===== config.mk =====
export PLATFORM = sky130hd
export DESIGN_NAME = oc_alert_status
export DESIGN_NICKNAME = d
export VERILOG_FILES = /design/src/rtl/oc_pkg.sv /design/src/rtl/oc_sync.sv /design/src/rtl/oc_cfg_regs.sv /design/src/rtl/oc_adc_check.sv /design/src/rtl/oc_alert_status.sv
export SDC_FILE = /design/constraint.sdc
export NUM_CORES = 1
export LEC_CHECK = 0
export ABC_AREA = 1
export BUFFER_PORTS_ARGS = -buffer_cell sky130_fd_sc_hd__buf_2
export CORE_MARGIN = 2
export CORE_UTILIZATION = 54
export DETAILED_ROUTE_END_ITERATION = 12
export PLACE_DENSITY = 0.82
export SETUP_SLACK_MARGIN = 0.02
export SLEW_MARGIN = 10
export SYNTH_ARGS = -nofsm -noshare
export SYNTH_HDL_FRONTEND = slang
export SYNTH_SLANG_ARGS = --single-unit

===== constraint.sdc =====
create_clock -name clk -period 4.7 [get_ports clk]
set_clock_uncertainty 0.05 [all_clocks]
set_input_delay 0.235 -clock clk [delete_from_list [all_inputs] [get_ports clk]]
set_output_delay 0.235 -clock clk [all_outputs]
set_load 0.02 [all_outputs]

===== src/rtl/oc_pkg.sv =====
package oc_pkg;
    localparam int REG_W = 8;

    // Register select values used on the write port
    localparam logic [1:0] SEL_ENABLE = 2'd0;
    localparam logic [1:0] SEL_THRESH = 2'd1;
    localparam logic [1:0] SEL_CTRL   = 2'd2;

    // Enable byte field positions
    localparam int EN_ADC_ONE  = 0;
    localparam int EN_ADC_RUN  = 1;
    localparam int EN_CMP      = 2;
    localparam int EN_SWOFF    = 3;
    localparam int EN_CLEAR    = 4;
    localparam int EN_W        = 5;

    typedef struct packed {
        logic [EN_W-2:0]  en;     // enables without the clear bit
        logic             clr;    // pending clear, self-clearing
        logic [REG_W-1:0] thr;
        logic             swoff;
    } cfg_t;

    typedef struct packed {
        logic adc;
        logic cmp;
        logic off;
    } latch_t;
endpackage


===== src/rtl/oc_sync.sv =====
module oc_sync #(
    parameter int STAGES = 2
) (
    input  logic clk,
    input  logic rst_n,
    input  logic d_in,
    output logic q_out
);
    logic [STAGES-1:0] sh_d, sh_q;

    always_comb begin
        sh_d[0] = d_in;
        for (int i = 1; i < STAGES; i++) begin
            sh_d[i] = sh_q[i-1];
        end
    end

    generate
        for (genvar g = 0; g < STAGES; g++) begin : g_stage
            always_ff @(posedge clk or negedge rst_n) begin
                if (!rst_n) sh_q[g] <= 1'b0;
                else        sh_q[g] <= sh_d[g];
            end
        end
    endgenerate

    assign q_out = sh_q[STAGES-1];
endmodule


===== src/rtl/oc_cfg_regs.sv =====
module oc_cfg_regs
    import oc_pkg::*;
(
    input  logic             clk,
    input  logic             rst_n,
    input  logic             we,
    input  logic [1:0]       sel,
    input  logic [REG_W-1:0] wdata,
    output cfg_t             cfg
);
    cfg_t cfg_d, cfg_q;

    always_comb begin
        cfg_d     = cfg_q;
        cfg_d.clr = 1'b0;   // a pending clear lasts one cycle
        if (we) begin
            unique case (sel)
                SEL_ENABLE: begin
                    cfg_d.en  = wdata[EN_W-2:0];
                    cfg_d.clr = wdata[EN_CLEAR];
                end
                SEL_THRESH: cfg_d.thr   = wdata;
                SEL_CTRL:   cfg_d.swoff = wdata[0];
                default:    ;
            endcase
        end
    end

    always_ff @(posedge clk or negedge rst_n) begin
        if (!rst_n) begin
            cfg_q.en    <= 4'b0100;
            cfg_q.clr   <= 1'b0;
            cfg_q.thr   <= {REG_W{1'b1}};
            cfg_q.swoff <= 1'b0;
        end else begin
            cfg_q <= cfg_d;
        end
    end

    assign cfg = cfg_q;
endmodule


===== src/rtl/oc_adc_check.sv =====
module oc_adc_check #(
    parameter int CODE_W  = 12,
    parameter int THR_W   = 8,
    parameter int RUN_LEN = 4
) (
    input  logic              clk,
    input  logic              rst_n,
    input  logic              valid,
    input  logic [CODE_W-1:0] code,
    input  logic [THR_W-1:0]  thr,
    output logic              above,
    output logic              run_hit
);
    localparam int CNT_W = $clog2(RUN_LEN + 1);
    localparam logic [CNT_W-1:0] CNT_MAX = CNT_W'(RUN_LEN);

    typedef struct packed {
        logic             above;
        logic [CNT_W-1:0] cnt;
    } chk_t;

    chk_t st_d, st_q;
    logic [THR_W-1:0] top_bits;
    logic             is_above;

    assign top_bits = code[CODE_W-1 -: THR_W];
    assign is_above = top_bits > thr;

    always_comb begin
        st_d = st_q;
        if (valid) begin
            st_d.above = is_above;
            if (!is_above)              st_d.cnt = '0;
            else if (st_q.cnt != CNT_MAX) st_d.cnt = st_q.cnt + 1'b1;
        end
    end

    always_ff @(posedge clk or negedge rst_n) begin
        if (!rst_n) st_q <= '0;
        else        st_q <= st_d;
    end

    assign above   = st_q.above;
    assign run_hit = (st_q.cnt == CNT_MAX);
endmodule


===== src/rtl/oc_alert_status.sv =====
module oc_alert_status
    import oc_pkg::*;
#(
    parameter int CODE_W      = 12,
    parameter int THR_W       = 8,
    parameter int RUN_LEN     = 4,
    parameter int SYNC_STAGES = 2
) (
    input  logic              clk,
    input  logic              rst_n,
    input  logic              cfg_we,
    input  logic [1:0]        cfg_sel,
    input  logic [7:0]        cfg_wdata,
    input  logic              cur_valid,
    input  logic [CODE_W-1:0] cur_code,
    input  logic              cmp_oc_in,
    output logic [7:0]        status_o,
    output logic              alert_pd_o
);
    cfg_t   cfg_w;
    latch_t lat_d, lat_q;
    logic   adc_above, adc_run, cmp_s;
    logic   cause_adc, cause_cmp, cause_off, off_live;
    logic [EN_W-2:0] en_w;
    logic   clr_w;

    oc_cfg_regs u_regs (
        .clk   (clk),
        .rst_n (rst_n),
        .we    (cfg_we),
        .sel   (cfg_sel),
        .wdata (cfg_wdata),
        .cfg   (cfg_w)
    );

    oc_adc_check #(
        .CODE_W  (CODE_W),
        .THR_W   (THR_W),
        .RUN_LEN (RUN_LEN)
    ) u_adc (
        .clk     (clk),
        .rst_n   (rst_n),
        .valid   (cur_valid),
        .code    (cur_code),
        .thr     (cfg_w.thr),
        .above   (adc_above),
        .run_hit (adc_run)
    );

    oc_sync #(.STAGES(SYNC_STAGES)) u_sync (
        .clk   (clk),
        .rst_n (rst_n),
        .d_in  (cmp_oc_in),
        .q_out (cmp_s)
    );

    assign en_w  = cfg_w.en;
    assign clr_w = cfg_w.clr;

    always_comb begin
        off_live  = cfg_w.swoff & en_w[EN_SWOFF];
        cause_adc = (en_w[EN_ADC_ONE] & adc_above) | (en_w[EN_ADC_RUN] & adc_run);
        cause_cmp = en_w[EN_CMP] & cmp_s;
        cause_off = off_live;

        lat_d = lat_q;
        if (clr_w) begin
            lat_d.adc = cause_adc;
            lat_d.cmp = cause_cmp;
            lat_d.off = cause_off;
        end else begin
            lat_d.adc = lat_q.adc | cause_adc;
            lat_d.cmp = lat_q.cmp | cause_cmp;
            lat_d.off = lat_q.off | cause_off;
        end
    end

    always_ff @(posedge clk or negedge rst_n) begin
        if (!rst_n) lat_q <= '0;
        else        lat_q <= lat_d;
    end

    assign status_o   = {2'b00, lat_q.off, off_live, lat_q.cmp, cmp_s, lat_q.adc, adc_above};
    assign alert_pd_o = lat_q.adc | lat_q.cmp | lat_q.off;
endmodule


==> results.md <==
STA:
- The number of hold-slack violations in the final timing report is 0.
- Setup repair after global routing left no endpoint under its margin.
- The total count of max-transition violations in the final report is 0.
- Hold timing on the final database bottoms out at a slack of 0.0985 ns.
- At the pin with the least slew margin, the transition time is 0.530 ns.
- The final critical-path required period is 1.71 ns.
- The setup TNS after final layout is 0 ns.
- The worst relative slew slack is 64.6%.
- Of the available clock period, the critical path in the final layout requires 36.4%.
- Derived from the worst setup path, the maximum achievable clock frequency is 584 MHz.
- Setup violations remaining at the end of the flow were counted as 0.

Pwr:
- The worst ir drop on vdd is 0.000242 V.
- Dividing total power by cell area gives a power density of 355 mW/mm^2.
- Summed over all cells, the static leakage comes to 0.000786 uW.

Synthesis:
- After synthesis, the largest family of logic cells by area is simple AND/OR/NAND/NOR gates.
- The fraction of synthesized cell area taken by the top area cell type is 29.6%.
- By area the synthesized netlist is led by sky130_fd_sc_hd__dfrtp_1 (30%), sky130_fd_sc_hd__dfstp_2 (20%), sky130_fd_sc_hd__ha_1 (11%), sky130_fd_sc_hd__nand2_1 (10%), sky130_fd_sc_hd__inv_1 (8.2%).
- Of the total synthesized cell area, the portion taken by XOR and XNOR cells is 0.740%.
- The synthesized netlist devotes 9.62% of its cell area to compound gates.
- The cell count after synthesis is 137.
- For this run, the number of Yosys warnings is 0.
- Synthesis inferred 23 register bits.
- The synthesized netlist devotes 17.0% of its cell area to simple gates.
- The largest area contributor in the netlist is sky130_fd_sc_hd__dfrtp_1.
- Each instance of the synthesized netlist takes up on average 8.64 um^2.
- Of the synthesized area, sequential elements account for 49.6%.
- The mux contribution to synthesized area is 0%.
- The distinct cell type count after synthesis is 19.
- Of the total synthesized cell area, the portion taken by full adders, half adders and majority gates is 10.6%.
- The post-synth design cell area is 0.00118 mm^2.

Run:
- The number of maximum-capacitance violations is 0.

Clock network:
- The number of buffers on the longest clock path is 2.
- In this run, post-CTS repair resized a total of 0 instances.
- The CTS buffer count is 3.
- The TritonCTS clock tree is built.
- The number of hold buffers added after CTS was 2.
- The setup fix buffers added after clock tree synthesis is 0.
- The cell sitting at the root of the clock tree is a sky130_fd_sc_hd__clkbuf_4.
- The clock latency of the later-clocked register in the worst-skew pair is 0.31 ns.
- In this run the number of H-tree levels came out at 1.
- After clock tree synthesis, the clock-pin slew on the worst setup and hold paths is 0.13 ns.
- For this design, the sink count on the clock tree is 23.

Detailed routing:
- The detailed router finished its first iteration with 10 violations.
- The number of DRC violations after detailed routing is 0.
- The overall via count from detail_route is 957.
- In the final routed layout, each cell accounts on average for 11.0 um.
- The final routed wirelength across all metal layers is 2140 um.
- For this run, the detailed router's first-pass iteration total came to 4.
- Using the TritonRoute via totals, the vias-per-cell ratio works out to 4.93.
- The number of nets with antenna violations after detailed routing is 0.

Placed design:
- The routability-driven placement congestion ratio is 0.787.
- The post-detailed-placement cell area is 0.00132 mm^2.
- Buffers placed on the I/O ports in this run total 29.
- The total instance count after detailed placement is 188.
- Detailed placement finished with a half-perimeter wire length of 1680 um.

Cells and area:
- The share of cells above drive strength 1 is 27.5%.
- The final instance area is 0.00137 mm^2.
- The non-filler instance count after layout is 194.
- Summing all flip-flop and latch instances after layout gives 587 um^2.
- The multi-input gate area in the final layout is 457 um^2.
- The number of antenna diodes in the final layout is 0.
- The layout filler cell count is 174.
- The final design utilization is 67.8%.
- At the end of the flow, the number of nets in the layout was 205.
- Compared with the post-synthesis result, the final layout area differs by 15.9%.

Run status:
- The run finished with clean final reports.

Global routing:
- The number of global-route vias before repair is 960.
- Global routing used 19.5% of the available tracks across all layers.
- Entering global routing, the biggest net connects 24 pins.
- The initial antenna violation count is 0.
- The global-route wire length before repair is 3760 um.
- Summed over all layers, the global routing overflow is 0.

Die:
- The number of I/O pins is 36.
- The starting density of the core is 58.5%.
- The floorplan step defined a core boundary enclosing 0.00202 mm^2.
- The floorplan step set the die width to 50.8 um.
- In this run the core area contains 16 standard-cell rows.
- The die covers 0.00258 mm^2.
- The height of the chip is 50.8 um.

Worst setup path:
- The worst setup path is captured at a register.
- The critical path launch point type is a register.
- STA puts the critical path data arrival time at 1.87 ns.
- The required time reported for the critical path endpoint is 4.85 ns.
- The critical setup path kind is register to register.
- In this run the worst path has a maximum fanout of 3.

Hold path:
- In this run the worst hold path is classified as primary input to register.
==> synthesized netlist by cell type, drive strengths merged <==
library cell	instances
nand2	32
buf	6
ha	10
o211ai	1
a21oi	6
conb	1
nand4	4
o21ai	13
a21o	1
inv	27
dfrtp	14
nand3	5
nor2	7
xor2	1
dfstp	9
==> layout make-up <==
cell class / count / share of cell area, %
Multi-Input combinational cell: 82 / 33.3
Clock inverter: 1 / 0.365
Sequential cell: 23 / 42.8
Clock buffer: 3 / 1.64
Timing Repair Buffer: 31 / 12.0
Inverter: 27 / 7.39
Tap cell: 27 / 2.46
==> logic make-up (layout without fill, tap and decap cells) <==
logic type / after synthesis / after routing
buffers and inverters: 33 / 62
other: 1 / 2
XOR/XNOR: 1 / 1
AND/OR/NAND/NOR: 48 / 48
flip-flops: 23 / 23
adder cells (fa/ha/maj): 10 / 10
AO/OA/AOI/OAI: 21 / 21
==> path summary, 6_finish.rpt <==
check / from / endpoint / slack [ns] / cells past startpoint
worst max-delay path: u_regs.cfg[8] / u_adc.st_q[2] / 2.99 / 9
worst min-delay path: cfg_wdata[4] / u_regs.cfg[9] / 0.1 / 3
worst max register to register: u_regs.cfg[8] / u_adc.st_q[2] / 2.99 / 9
worst min register to register: u_sync.sh_d[1] / u_sync.q_out / 0.34 / 0
max in group asynchronous: rst_n / u_regs.cfg[7] / 3.89 / 2
min in group asynchronous: rst_n / u_sync.q_out / 0.35 / 2
==> cell usage in the layout, fill, tap and decap left out <==
cell / count
sky130_fd_sc_hd__nand2_1: 32
sky130_fd_sc_hd__buf_2: 29
sky130_fd_sc_hd__inv_1: 26
sky130_fd_sc_hd__dfrtp_1: 14
sky130_fd_sc_hd__o21ai_0: 13
sky130_fd_sc_hd__ha_1: 10
sky130_fd_sc_hd__dfstp_2: 9
sky130_fd_sc_hd__nand3_1: 5
sky130_fd_sc_hd__nor2_1: 5
sky130_fd_sc_hd__a21oi_1: 5
sky130_fd_sc_hd__nand4_1: 4
sky130_fd_sc_hd__clkbuf_4: 3
sky130_fd_sc_hd__nor2_2: 2
sky130_fd_sc_hd__conb_1: 2
sky130_fd_sc_hd__dlygate4sd3_1: 2
sky130_fd_sc_hd__o211ai_1: 1
sky130_fd_sc_hd__inv_2: 1
sky130_fd_sc_hd__a21o_1: 1
sky130_fd_sc_hd__a21oi_2: 1
sky130_fd_sc_hd__xor2_1: 1
sky130_fd_sc_hd__clkinv_2: 1
==> through the flow <==
stage | power (uW) | worst slack, ns
global placement | 391 | 3.06
global route | 527 | 2.84
floorplan | 359 | 3.14
finish | 487 | 2.99
CTS | 494 | 2.98
detailed placement | 401 | 3.00
==> worst max-delay path: stages, from the launching register on <==
cell and delay (ns):
sky130_fd_sc_hd__dfstp_2 0.54, sky130_fd_sc_hd__inv_1 0.05, sky130_fd_sc_hd__ha_1 0.29, sky130_fd_sc_hd__a21o_1 0.19, sky130_fd_sc_hd__nor2_2 0.14, sky130_fd_sc_hd__nand2_1 0.07, sky130_fd_sc_hd__nand3_1 0.06, sky130_fd_sc_hd__nand2_1 0.08
sky130_fd_sc_hd__nand2_1 0.08, sky130_fd_sc_hd__nand2_1 0.06
==> per-layer routing <==
| metal | wire length [um] | global-route usage (%) | up-vias | part of all wire (%) |
|---|---|---|---|---|
| li1 | - | - | 484 | - |
| met1 | 850 | 21.9 | 447 | 40 |
| met2 | 1180 | 36.8 | 20 | 55 |
| met3 | 71 | 3.51 | 6 | 3.3 |
| met4 | 36 | 6.31 | 0 | 1.7 |
| met5 | 0 | 0 | - | 0 |
==> power by group <==
part           internal (uW)  switching, uW
clock                   31.8           58.1
combinational           53.4           83.9
sequential               241           18.9
==> registers in the layout, indices dropped and copies added (netlist names) <==
name          cells
u_sync.q_out      1
status_o          3
u_adc.above       1
u_sync.sh_d       1
u_adc.st_q        3
u_regs.cfg       14
(Power assumes the default switching activity.)
